$ cat src/rtl/sp_pkg.sv
package sp_pkg;
    typedef enum logic [1:0] {
        ST_IDLE  = 2'd0,
        ST_ARMED = 2'd1,
        ST_RUN   = 2'd2
    } sp_state_e;

    // positions inside the 4-bit command field (register bits 4..1)
    localparam int CMD_ERASE = 0;
    localparam int CMD_WRITE = 1;
    localparam int CMD_LOCK  = 2;
    localparam int CMD_BCLR  = 3;
    localparam int CMD_W     = 4;
endpackage

$ cat src/rtl/sp_region.sv
module sp_region #(
    parameter int AW        = 16,
    parameter int RWW_LIMIT = 'hE000
) (
    input  logic [AW-1:0] addr,
    output logic          in_rww
);
    localparam logic [AW-1:0] LIMIT = AW'(RWW_LIMIT);

    always_comb begin
        in_rww = (addr < LIMIT);
    end
endmodule

$ cat src/rtl/sp_down_cnt.sv
module sp_down_cnt #(
    parameter int CW = 6
) (
    input  logic          clk,
    input  logic          rst_n,
    input  logic          load,
    input  logic [CW-1:0] load_val,
    input  logic          dec,
    output logic          zero
);
    logic [CW-1:0] cnt_q;

    always_ff @(posedge clk or negedge rst_n) begin
        if (!rst_n) begin
            cnt_q <= '0;
        end else if (load) begin
            cnt_q <= load_val;
        end else if (dec && (cnt_q != '0)) begin
            cnt_q <= cnt_q - 1'b1;
        end
    end

    assign zero = (cnt_q == '0);
endmodule

$ cat src/rtl/sp_seq.sv
module sp_seq
    import sp_pkg::*;
#(
    parameter int ARM_WIN   = 16,
    parameter int OP_CYCLES = 32
) (
    input  logic              clk,
    input  logic              rst_n,
    input  logic              arm_ok,
    input  logic              go,
    input  logic [CMD_W-1:0]  cmd,
    input  logic              tgt_rww,
    output sp_state_e         state,
    output logic              fin,
    output logic              set_busy,
    output logic              clr_busy,
    output logic              halt
);
    localparam int MAXC = (ARM_WIN > OP_CYCLES) ? ARM_WIN : OP_CYCLES;
    localparam int CW   = $clog2(MAXC + 1);
    localparam logic [CW-1:0] ARM_LOAD = CW'(ARM_WIN - 1);
    localparam logic [CW-1:0] RUN_LOAD = CW'(OP_CYCLES - 1);

    sp_state_e     state_q, state_d;
    logic          nrww_q;
    logic          cnt_zero;
    logic          cnt_load, cnt_dec;
    logic [CW-1:0] cnt_val;
    logic          long_cmd;

    assign long_cmd = cmd[CMD_ERASE] | cmd[CMD_WRITE];

    sp_down_cnt #(.CW(CW)) u_cnt (
        .clk      (clk),
        .rst_n    (rst_n),
        .load     (cnt_load),
        .load_val (cnt_val),
        .dec      (cnt_dec),
        .zero     (cnt_zero)
    );

    // state register
    always_ff @(posedge clk or negedge rst_n) begin
        if (!rst_n) begin
            state_q <= ST_IDLE;
            nrww_q  <= 1'b0;
        end else begin
            state_q <= state_d;
            if (state_q == ST_ARMED && go && long_cmd) begin
                nrww_q <= ~tgt_rww;
            end
        end
    end

    // next state
    always_comb begin
        state_d = state_q;
        unique case (state_q)
            ST_IDLE:  if (arm_ok) state_d = ST_ARMED;
            ST_ARMED: begin
                if (go)            state_d = long_cmd ? ST_RUN : ST_IDLE;
                else if (cnt_zero) state_d = ST_IDLE;
            end
            ST_RUN:   if (cnt_zero) state_d = ST_IDLE;
            default:  state_d = ST_IDLE;
        endcase
    end

    // outputs
    always_comb begin
        fin      = 1'b0;
        set_busy = 1'b0;
        clr_busy = 1'b0;
        halt     = 1'b0;
        cnt_load = 1'b0;
        cnt_dec  = 1'b0;
        cnt_val  = ARM_LOAD;
        unique case (state_q)
            ST_IDLE: begin
                if (arm_ok) cnt_load = 1'b1;
            end
            ST_ARMED: begin
                if (go) begin
                    if (long_cmd) begin
                        cnt_load = 1'b1;
                        cnt_val  = RUN_LOAD;
                        set_busy = tgt_rww;
                    end else begin
                        fin      = 1'b1;
                        clr_busy = cmd[CMD_BCLR];
                    end
                end else begin
                    cnt_dec = 1'b1;
                    fin     = cnt_zero;
                end
            end
            ST_RUN: begin
                cnt_dec = 1'b1;
                fin     = cnt_zero;
                halt    = nrww_q;
            end
            default: ;
        endcase
    end

    assign state = state_q;

    // an unstarted arming window always ends in IDLE
    assert_arm_expire_R4: assert property (@(posedge clk) disable iff (!rst_n)
        (state_q == ST_ARMED && cnt_zero && !go) |=> (state_q == ST_IDLE));

    // the halt never lasts beyond the run state
    assert_halt_in_run_R6: assert property (@(posedge clk) disable iff (!rst_n)
        (halt && cnt_zero) |=> !halt);
endmodule

$ cat src/rtl/selfprog_ctrl.sv
module selfprog_ctrl
    import sp_pkg::*;
#(
    parameter int AW        = 16,
    parameter int RWW_LIMIT = 'hE000,
    parameter int ARM_WIN   = 16,
    parameter int OP_CYCLES = 32
) (
    input  logic          clk,
    input  logic          rst_n,
    input  logic          csr_we,
    input  logic [7:0]    csr_wdata,
    output logic [7:0]    csr_rdata,
    input  logic          gie,
    input  logic          op_start,
    input  logic [AW-1:0] op_addr,
    input  logic [AW-1:0] rd_addr,
    output logic          rww_rd_block,
    output logic          cpu_halt,
    output logic          spm_irq,
    output logic          op_done
);
    logic             ie_q, busy_q, en_q;
    logic [CMD_W-1:0] cmd_q;
    logic [CMD_W-1:0] wr_cmd;
    logic             arm_ok;
    logic             tgt_rww, rd_rww;
    logic             fin, set_busy, clr_busy, halt;
    sp_state_e        state;
    logic             unused_ro_bits;

    assign unused_ro_bits = ^csr_wdata[6:5];
    assign wr_cmd = csr_wdata[4:1];
    assign arm_ok = csr_we && (state == ST_IDLE) && csr_wdata[0] && $onehot(wr_cmd);

    sp_region #(.AW(AW), .RWW_LIMIT(RWW_LIMIT)) u_tgt_region (
        .addr   (op_addr),
        .in_rww (tgt_rww)
    );

    sp_region #(.AW(AW), .RWW_LIMIT(RWW_LIMIT)) u_rd_region (
        .addr   (rd_addr),
        .in_rww (rd_rww)
    );

    sp_seq #(.ARM_WIN(ARM_WIN), .OP_CYCLES(OP_CYCLES)) u_seq (
        .clk      (clk),
        .rst_n    (rst_n),
        .arm_ok   (arm_ok),
        .go       (op_start),
        .cmd      (cmd_q),
        .tgt_rww  (tgt_rww),
        .state    (state),
        .fin      (fin),
        .set_busy (set_busy),
        .clr_busy (clr_busy),
        .halt     (halt)
    );

    always_ff @(posedge clk or negedge rst_n) begin
        if (!rst_n) begin
            ie_q   <= 1'b0;
            busy_q <= 1'b0;
            en_q   <= 1'b0;
            cmd_q  <= '0;
        end else begin
            if (csr_we) ie_q <= csr_wdata[7];
            if (arm_ok) begin
                en_q  <= 1'b1;
                cmd_q <= wr_cmd;
            end else if (fin) begin
                en_q  <= 1'b0;
                cmd_q <= '0;
            end
            if (set_busy)      busy_q <= 1'b1;
            else if (clr_busy) busy_q <= 1'b0;
        end
    end

    assign csr_rdata    = {ie_q, busy_q, 1'b0, cmd_q, en_q};
    assign rww_rd_block = busy_q & rd_rww;
    assign cpu_halt     = halt;
    assign spm_irq      = ie_q & gie & ~en_q;
    assign op_done      = fin;

    // busy only rises as a result of a start
    assert_busy_rise_R5: assert property (@(posedge clk) disable iff (!rst_n)
        $rose(busy_q) |-> $past(op_start));

    // busy only falls through a started busy-clear command
    assert_busy_fall_R8: assert property (@(posedge clk) disable iff (!rst_n)
        $fell(busy_q) |-> $past(op_start && cmd_q[CMD_BCLR]));

    // enable only rises on a write that carries bit 0
    assert_en_rise_R3: assert property (@(posedge clk) disable iff (!rst_n)
        $rose(en_q) |-> $past(csr_we && csr_wdata[0]));

    // command field is frozen while running until completion
    assert_run_frozen_R9: assert property (@(posedge clk) disable iff (!rst_n)
        (state == ST_RUN && !fin) |=> $stable(cmd_q) && en_q);

    // busy does not move while the CPU is halted
    assert_halt_busy_R6: assert property (@(posedge clk) disable iff (!rst_n)
        (cpu_halt && $past(cpu_halt)) |-> $stable(busy_q));
endmodule

$ cat config.mk
export PLATFORM = sky130hd
export DESIGN_NAME = selfprog_ctrl
export DESIGN_NICKNAME = d
export VERILOG_FILES = /design/src/rtl/sp_pkg.sv /design/src/rtl/sp_region.sv /design/src/rtl/sp_down_cnt.sv /design/src/rtl/sp_seq.sv /design/src/rtl/selfprog_ctrl.sv
export SDC_FILE = /design/constraint.sdc
export NUM_CORES = 1
export LEC_CHECK = 0
export BUFFER_PORTS_ARGS = -buffer_cell sky130_fd_sc_hd__buf_2
export CORE_MARGIN = 4
export CORE_UTILIZATION = 43
export DETAILED_ROUTE_END_ITERATION = 10
export MAX_ROUTING_LAYER = met4
export PLACE_DENSITY = 0.78
export SLEW_MARGIN = 10
export SYNTH_ARGS = -nofsm -noshare
export SYNTH_HDL_FRONTEND = slang
export SYNTH_SLANG_ARGS = --single-unit
$ cat constraint.sdc
create_clock -name clk -period 1.9 [get_ports clk]
set_input_delay 0.19 -clock clk [delete_from_list [all_inputs] [get_ports clk]]
set_output_delay 0.19 -clock clk [all_outputs]
set_load 0.03 [all_outputs]
## Word level (Yosys, flattened, before mapping)

Index checks and enable logic that the tools add are counted.

| word-level totals | value |
|---|---|
| register bits | 16 |
| input bits | 45 |
| output and inout bits | 12 |
| logic and storage cells | 67 |

| cells by class | value |
|---|---|
| add/subtract/negate cells | 4 |
| $lt $le $gt $ge | 2 |
| equal/unequal tests | 4 |
| multiplexer cells | 32 |
| bitwise gates (word level) | 6 |
| reductions and logical operators | 12 |

Operators with widths:

| cell | number |
|---|---|
| less-than comparator 16 bit, second input constant | 2 |
| two-way mux 6 bit | 4 |
| two-way mux 1 bit | 17 |
| two-way mux 2 bit | 4 |
| two-way mux 4 bit | 2 |
| logical AND 1 bit | 6 |
| zero test 6 bit | 1 |
| case mux 1 bit (2 select lines) | 3 |
| case mux 2 bit (3 select lines) | 1 |
| nonzero test 2 bit | 3 |
| nonzero test 6 bit | 1 |
| subtractor 6 x 1 -> 6 bit, second input constant | 1 |
| two-way mux 5 bit | 1 |
| adder 1 x 1 -> 2 bit | 2 |
| adder 2 x 2 -> 3 bit | 1 |
| bitwise AND 1 bit | 3 |
| equality test 3 x 1 -> 1 bit, second input constant | 1 |
| equality test 2 x 1 -> 1 bit, second input constant | 1 |
| equality test 2 bit, second input constant | 1 |
| zero test 2 bit | 1 |
| != test 2 bit, second input constant | 1 |
| inverter 1 bit | 2 |
| bitwise OR 1 bit | 1 |

## Logic depth before layout (Yosys ltp)

| depth | value |
|---|---|
| depth in word-level cells | 7 |
| gate-level depth with buffers | 10 |

## By module

Synthesis repeated with hierarchy kept, for this count alone.

| unflattened totals | value |
|---|---|
| cells, all modules | 122 |
| area total of the unflattened synthesis | 1118.6 µm² |

Modules (own cells, without submodules):

| module | times used | cells an instance | area an instance (µm²) | sequential area each (µm²) |
|---|---|---|---|---|
| selfprog_ctrl | 1 | 39 | 426.7 | 175.2 |
| sp_down_cnt | 1 | 44 | 395.4 | 150.1 |
| sp_seq | 1 | 37 | 286.5 | 75.1 |
| sp_region | 2 | 1 | 5.0 | 0.0 |

## Worst setup path before layout

Ideal clock, no wire load.

| path | value |
|---|---|
| kind | input -> register |
| from | input port csr_wdata[1] |
| to | register u_seq.state_q[1] (netlist: u_seq.state[1]) |
| library setup time | 64 ps |
| arrival time | 2107 ps |
| data required time | 1836 ps |
| path slack | -271 ps |
| stages | 10 |
| buffers on the path | 1 |
| cells stage by stage | inv_1 fa_1 inv_1 ha_1 ha_1 nand4bb_1 or2_1 buf_2 a211oi_1 a21o_1 |

| between the ends | value |
|---|---|
| longest elaborated chain between the ends | 5 |

Ends and longest elaborated chain:

| element | line | text |
|---|---|---|
| start: declaration | selfprog_ctrl.sv:12 | `input logic [7:0] csr_wdata,` |
| adder 1 x 1 -> 2 bit (not written as such) | selfprog_ctrl.sv:34 | `assign arm_ok = csr_we && (state == ST_IDLE) && csr_wdata[0] && $onehot(wr_cmd);` |
| adder 2 x 2 -> 3 bit (not written as such) | selfprog_ctrl.sv:34 |  |
| equality test 3 x 1 -> 1 bit | selfprog_ctrl.sv:34 |  |
| logical AND 1 bit | selfprog_ctrl.sv:34 |  |
| != test 2 bit (no source line) | n/a |  |
| end signal: assignment | sp_seq.sv:48 | `state_q <= state_d;` |
| end: declaration | sp_seq.sv:24 | `sp_state_e state_q, state_d;` |

No other way between the ends.
A chain may end at the register's enable or synchronous reset.

## Worst setup path in the final report

| path | value |
|---|---|
| from | input port csr_wdata[4] |
| to | register u_seq.state_q[0] (netlist: u_seq.state[0]) |

The elaborated chain is that of the path after synthesis.

==> reports/qor.csv <==
stage,metric,value,unit
cells_and_area,area_growth,36.54,%
setup_path,r2r_cells,6,
timing,period_share,1.074,
clocking,cts_tree,built,
global_routing,grt_usage,0.1893,
drt,vias,964,
placement,gp_congestion,0.8741,
clocking,clkTransAtPathRegs,0.10,ns
die,core-area,2233,µm²
clocking,clk_path_buf_depth,2,
pwr,p_int,876.2,µW
clocking,cts_sinks,16,
synth,yosysSeqAreaShare,0.3898,
outcome,violations,setup timing,
pwr,finalPower,1.620,mW
setup_path,cp_data_arrival_time,2.23,ns
setup_path,crit_buf_inv,3,
setup_path,worst_ep_required_time,2.09,ns
min_path,min_to,ie_q$_DFFE_PN0P_,
setup_path,critical_path.top_delay_family,adder cells,
die,die-area,3235,µm²
min_path,min_from,csr_wdata[7],
drt,drc,0,
setup_path,r2r_start,u_seq.state[0]$_DFFE_PN0P_,
die,dieHeight,56.88,µm
setup_path,crit_cells,10,
drt,vias_per_cell,5.605,
setup_path,crit_top_cell,ha_4,
pwr,power-per-cell-area,1155,nW/µm²
timing,finalMaxSlewViolations,0,
cells_and_area,nets,199,
pwr,p_sw,743.5,µW
min_path,hold_path.class,primary input to flip-flop,
timing,fmax,0.4899,GHz
synth,ys_seq_elements,16,
setup_path,cp_cell_sequence,"buf_8, inv_8, fa_1, inv_2, ha_4, ha_4, nand4bb_4, or2_4, a22o_1, a32o_1",
run,max_cap_violations,0,
setup_path,reg2reg_slack,0.02,ns
timing,finalSetupTns,-0.4905,ns
setup_path,reg2reg_to,u_seq.state[0]$_DFFE_PN0P_,
drt,detail_route.wl_per_cell,16.80,µm
setup_path,worstSetupEndpointType,flip-flop,
cells_and_area,drive_gt1_frac,0.4236,
cells_and_area,antenna_cells,0,
die,initial_utilization,0.4599,
synth,syn_inst,108,
setup_path,crit_slowest_cell,fa_1,
timing,period_needed,2.041,ns
drt,first_iter_violations,23,
clocking,htree_levels,1,
global_routing,grt_overflow,0,
global_routing,grt_pass1_wl,4.533,mm
pwr,swShare,0.4590,
drt,drt-pass1-iter-count,4,
outcome,status,"finished, violations left",
pwr,seqPwrFrac,0.360,
setup_path,path_max_fanout,5,
die,ioPinCount,57,
synth,synth.distinct_cells,35,
global_routing,grt_pass1_vias,974,
pwr,p_leak,0.6616,nW
synth,syn_nets,161,
placement,dpl.hpwl,1.970,mm
synth,netlist_area,1027,µm²
drt,routed_wl,2.889,mm
pwr,clkPwrFrac,0.115,
global_routing,antenna_found_initial,0,
die,die_x,56.88,µm
drt,drtAntennaViolNets,0,
pwr,peakVddDrop,741.2,µV
timing,fin_skew,0.005553,ns
synth,avgSynthCellArea,9.511,µm²
global_routing,grt_max_degree,17,
placement,portBuffers,27,
clocking,cts_made_buffers,3,
timing,setup_violations,6,
timing,fin_ws,-0.1414,ns
setup_path,slowest_delay,0.57,ns
pwr,combPwrFrac,0.525,
clocking,clock_latency,0.29,ns
timing,hold_viol_final,0,
die,rows,17,
setup_path,crit_type,primary input to flip-flop,
setup_path,critPathLaunchType,primary input,
timing,rsz0062_at_grt,yes,
synth,yosysWarnings,0,
clocking,cts-root-buf,clkbuf_4,
min_path,whs_path_depth,2,
-- layout make-up --
cell class                      count  area, µm²
Fill cell                         196      830.8
Multi-Input combinational cell     74      641.9
Sequential cell                    16      400.4
Timing Repair Buffer               38      246.5
Inverter                           13      56.30
Tap cell                           28      35.03
Clock buffer                        3      22.52
-- power groups by stage --
| stage | Sequential (mW) | Clock (mW) | Combinational, mW |
|---|---|---|---|
| final | 0.583 | 0.187 | 0.850 |
| after global routing | 0.598 | 0.208 | 0.928 |
| after CTS | 0.570 | 0.186 | 0.790 |
| after detailed placement | 0.584 | 0 | 0.708 |
| after global placement | 0.574 | 0 | 0.675 |
| after floorplan | 0.637 | 0 | 0.433 |
-- worst register-to-register path, cell delays in order, from the launching register on --
cell	delay [ns]
dfrtp_1	0.46
inv_1	0.13
ha_1	0.31
nand4bb_4	0.14
or2_4	0.29
a22o_1	0.24
a32o_1	0.20
-- how the worst max path moves through the flow --
stage                            start                         end  slack [ns]
final                     csr_wdata[4]  u_seq.state[0]$_DFFE_PN0P_       -0.14
after global placement    csr_wdata[4]  u_seq.state[0]$_DFFE_PN0P_       -0.44
after floorplan           csr_wdata[4]  u_seq.state[0]$_DFFE_PN0P_       -0.23
after detailed placement  csr_wdata[4]  u_seq.state[0]$_DFFE_PN0P_       -0.57
after global routing      csr_wdata[4]  u_seq.state[0]$_DFFE_PN0P_       -0.17
after CTS                 csr_wdata[1]  u_seq.state[0]$_DFFE_PN0P_       -0.13
-- flip-flops by register name, summed over array words and instances (netlist names) --
name / flops
u_seq.nrww_q: 1
busy_q: 1
cmd_q: 4
u_seq.u_cnt.cnt_q: 6
en_q: 1
ie_q: 1
u_seq.state: 2
-- timing repair --
item | CTS | global route
hold endpoints to repair | 16 | 0
gates cloned | 1 | 0
setup buffers | 2 | 1
endpoints found under the setup margin | 13 | 11
pin swaps | 6 | 6
resized for setup | 17 | 11
hold buffers | 1 | 0
-- routing by layer --
metal | routed length, µm | part of all wire | up-vias | GRT usage
met3 | 169 | 0.058 | 16 | 0.02989
met2 | 1403 | 0.49 | 42 | 0.3003
met4 | 140 | 0.048 | 0 | 0.1192
met1 | 1176 | 0.41 | 454 | 0.2221
li1 | - | - | 452 | -
met5 | 0 | 0 | - | -
-- kinds of logic after synthesis --
| kind of cell | share of synthesized area |
|---|---|
| and+or+nand+nor | 0.1791 |
| DFF | 0.3898 |
| buffers and inverters | 0.08161 |
| xor gates and xnor gates | 0.008528 |
| other | 0.003651 |
| adders and majority gates | 0.1047 |
| muxes | 0.04020 |
| AOI/OAI and AO/OA | 0.1925 |
-- cells in the mapped netlist (all sizes together) --
cell type	n	area share
dfrtp	16	0.39
inv	13	0.048
mux2i	3	0.029
nor3	2	0.021
a21boi	1	0.0073
o21ai	7	0.034
and3	3	0.019
a221oi	1	0.026
o22ai	1	0.0061
nand4bb	1	0.011
a211oi	1	0.0073
nor2b	3	0.018
nand3	4	0.019
o2111ai	3	0.026
or2	1	0.0061
or3	1	0.0061
a21o	1	0.0073
and2	3	0.018
nor2	6	0.022
ha	7	0.085
o211ai	3	0.022
a31oi	4	0.024
nand2b	2	0.012
mux2	1	0.011
conb	1	0.0037
buf	5	0.034
fa	1	0.019
a32o	1	0.0097
a21oi	3	0.015
xnor2	1	0.0085
a22o	1	0.0085
nand2	7	0.026
-- through the flow --
| stage | util | hold slack [ns] | setup slack (ns) | instances | cell area [µm²] |
|---|---|---|---|---|---|
| after global placement | 0.5473 | 0.1199 | -0.4360 | 164 | 1222 |
| after global routing | 0.6280 | 0.1210 | -0.1703 | 172 | 1403 |
| final | 0.6280 | 0.1214 | -0.1414 | 172 | 1403 |
| after detailed placement | 0.5473 | 0.1262 | -0.5694 | 164 | 1222 |
| after CTS | 0.6028 | 0.1213 | -0.1254 | 171 | 1346 |
| after floorplan | - | -0.1056 | -0.2267 | 108 | 1045 |
-- cells in the final DEF, fill, tap and decap left out, types with 2 or more instances in the layout --
master     synthesis  layout
a21oi_1            3       3
a31oi_1            4       4
and2_1             3       2
and3_1             2       2
buf_2              1      24
buf_4              4       9
buf_6              0       3
clkbuf_4           0       3
dfrtp_1           16      16
ha_1               7       3
ha_4               0       4
inv_1             13       9
inv_2              0       3
mux2i_1            3       3
nand2_1            7       7
nand2b_1           2       2
nand3_1            4       2
nand3_2            0       2
nor2_1             6       6
o2111ai_1          3       3
o211ai_1           3       3
o21ai_0            7       4
o21ai_1            0       2
Note: power is estimated with default switching activity, not from simulation.
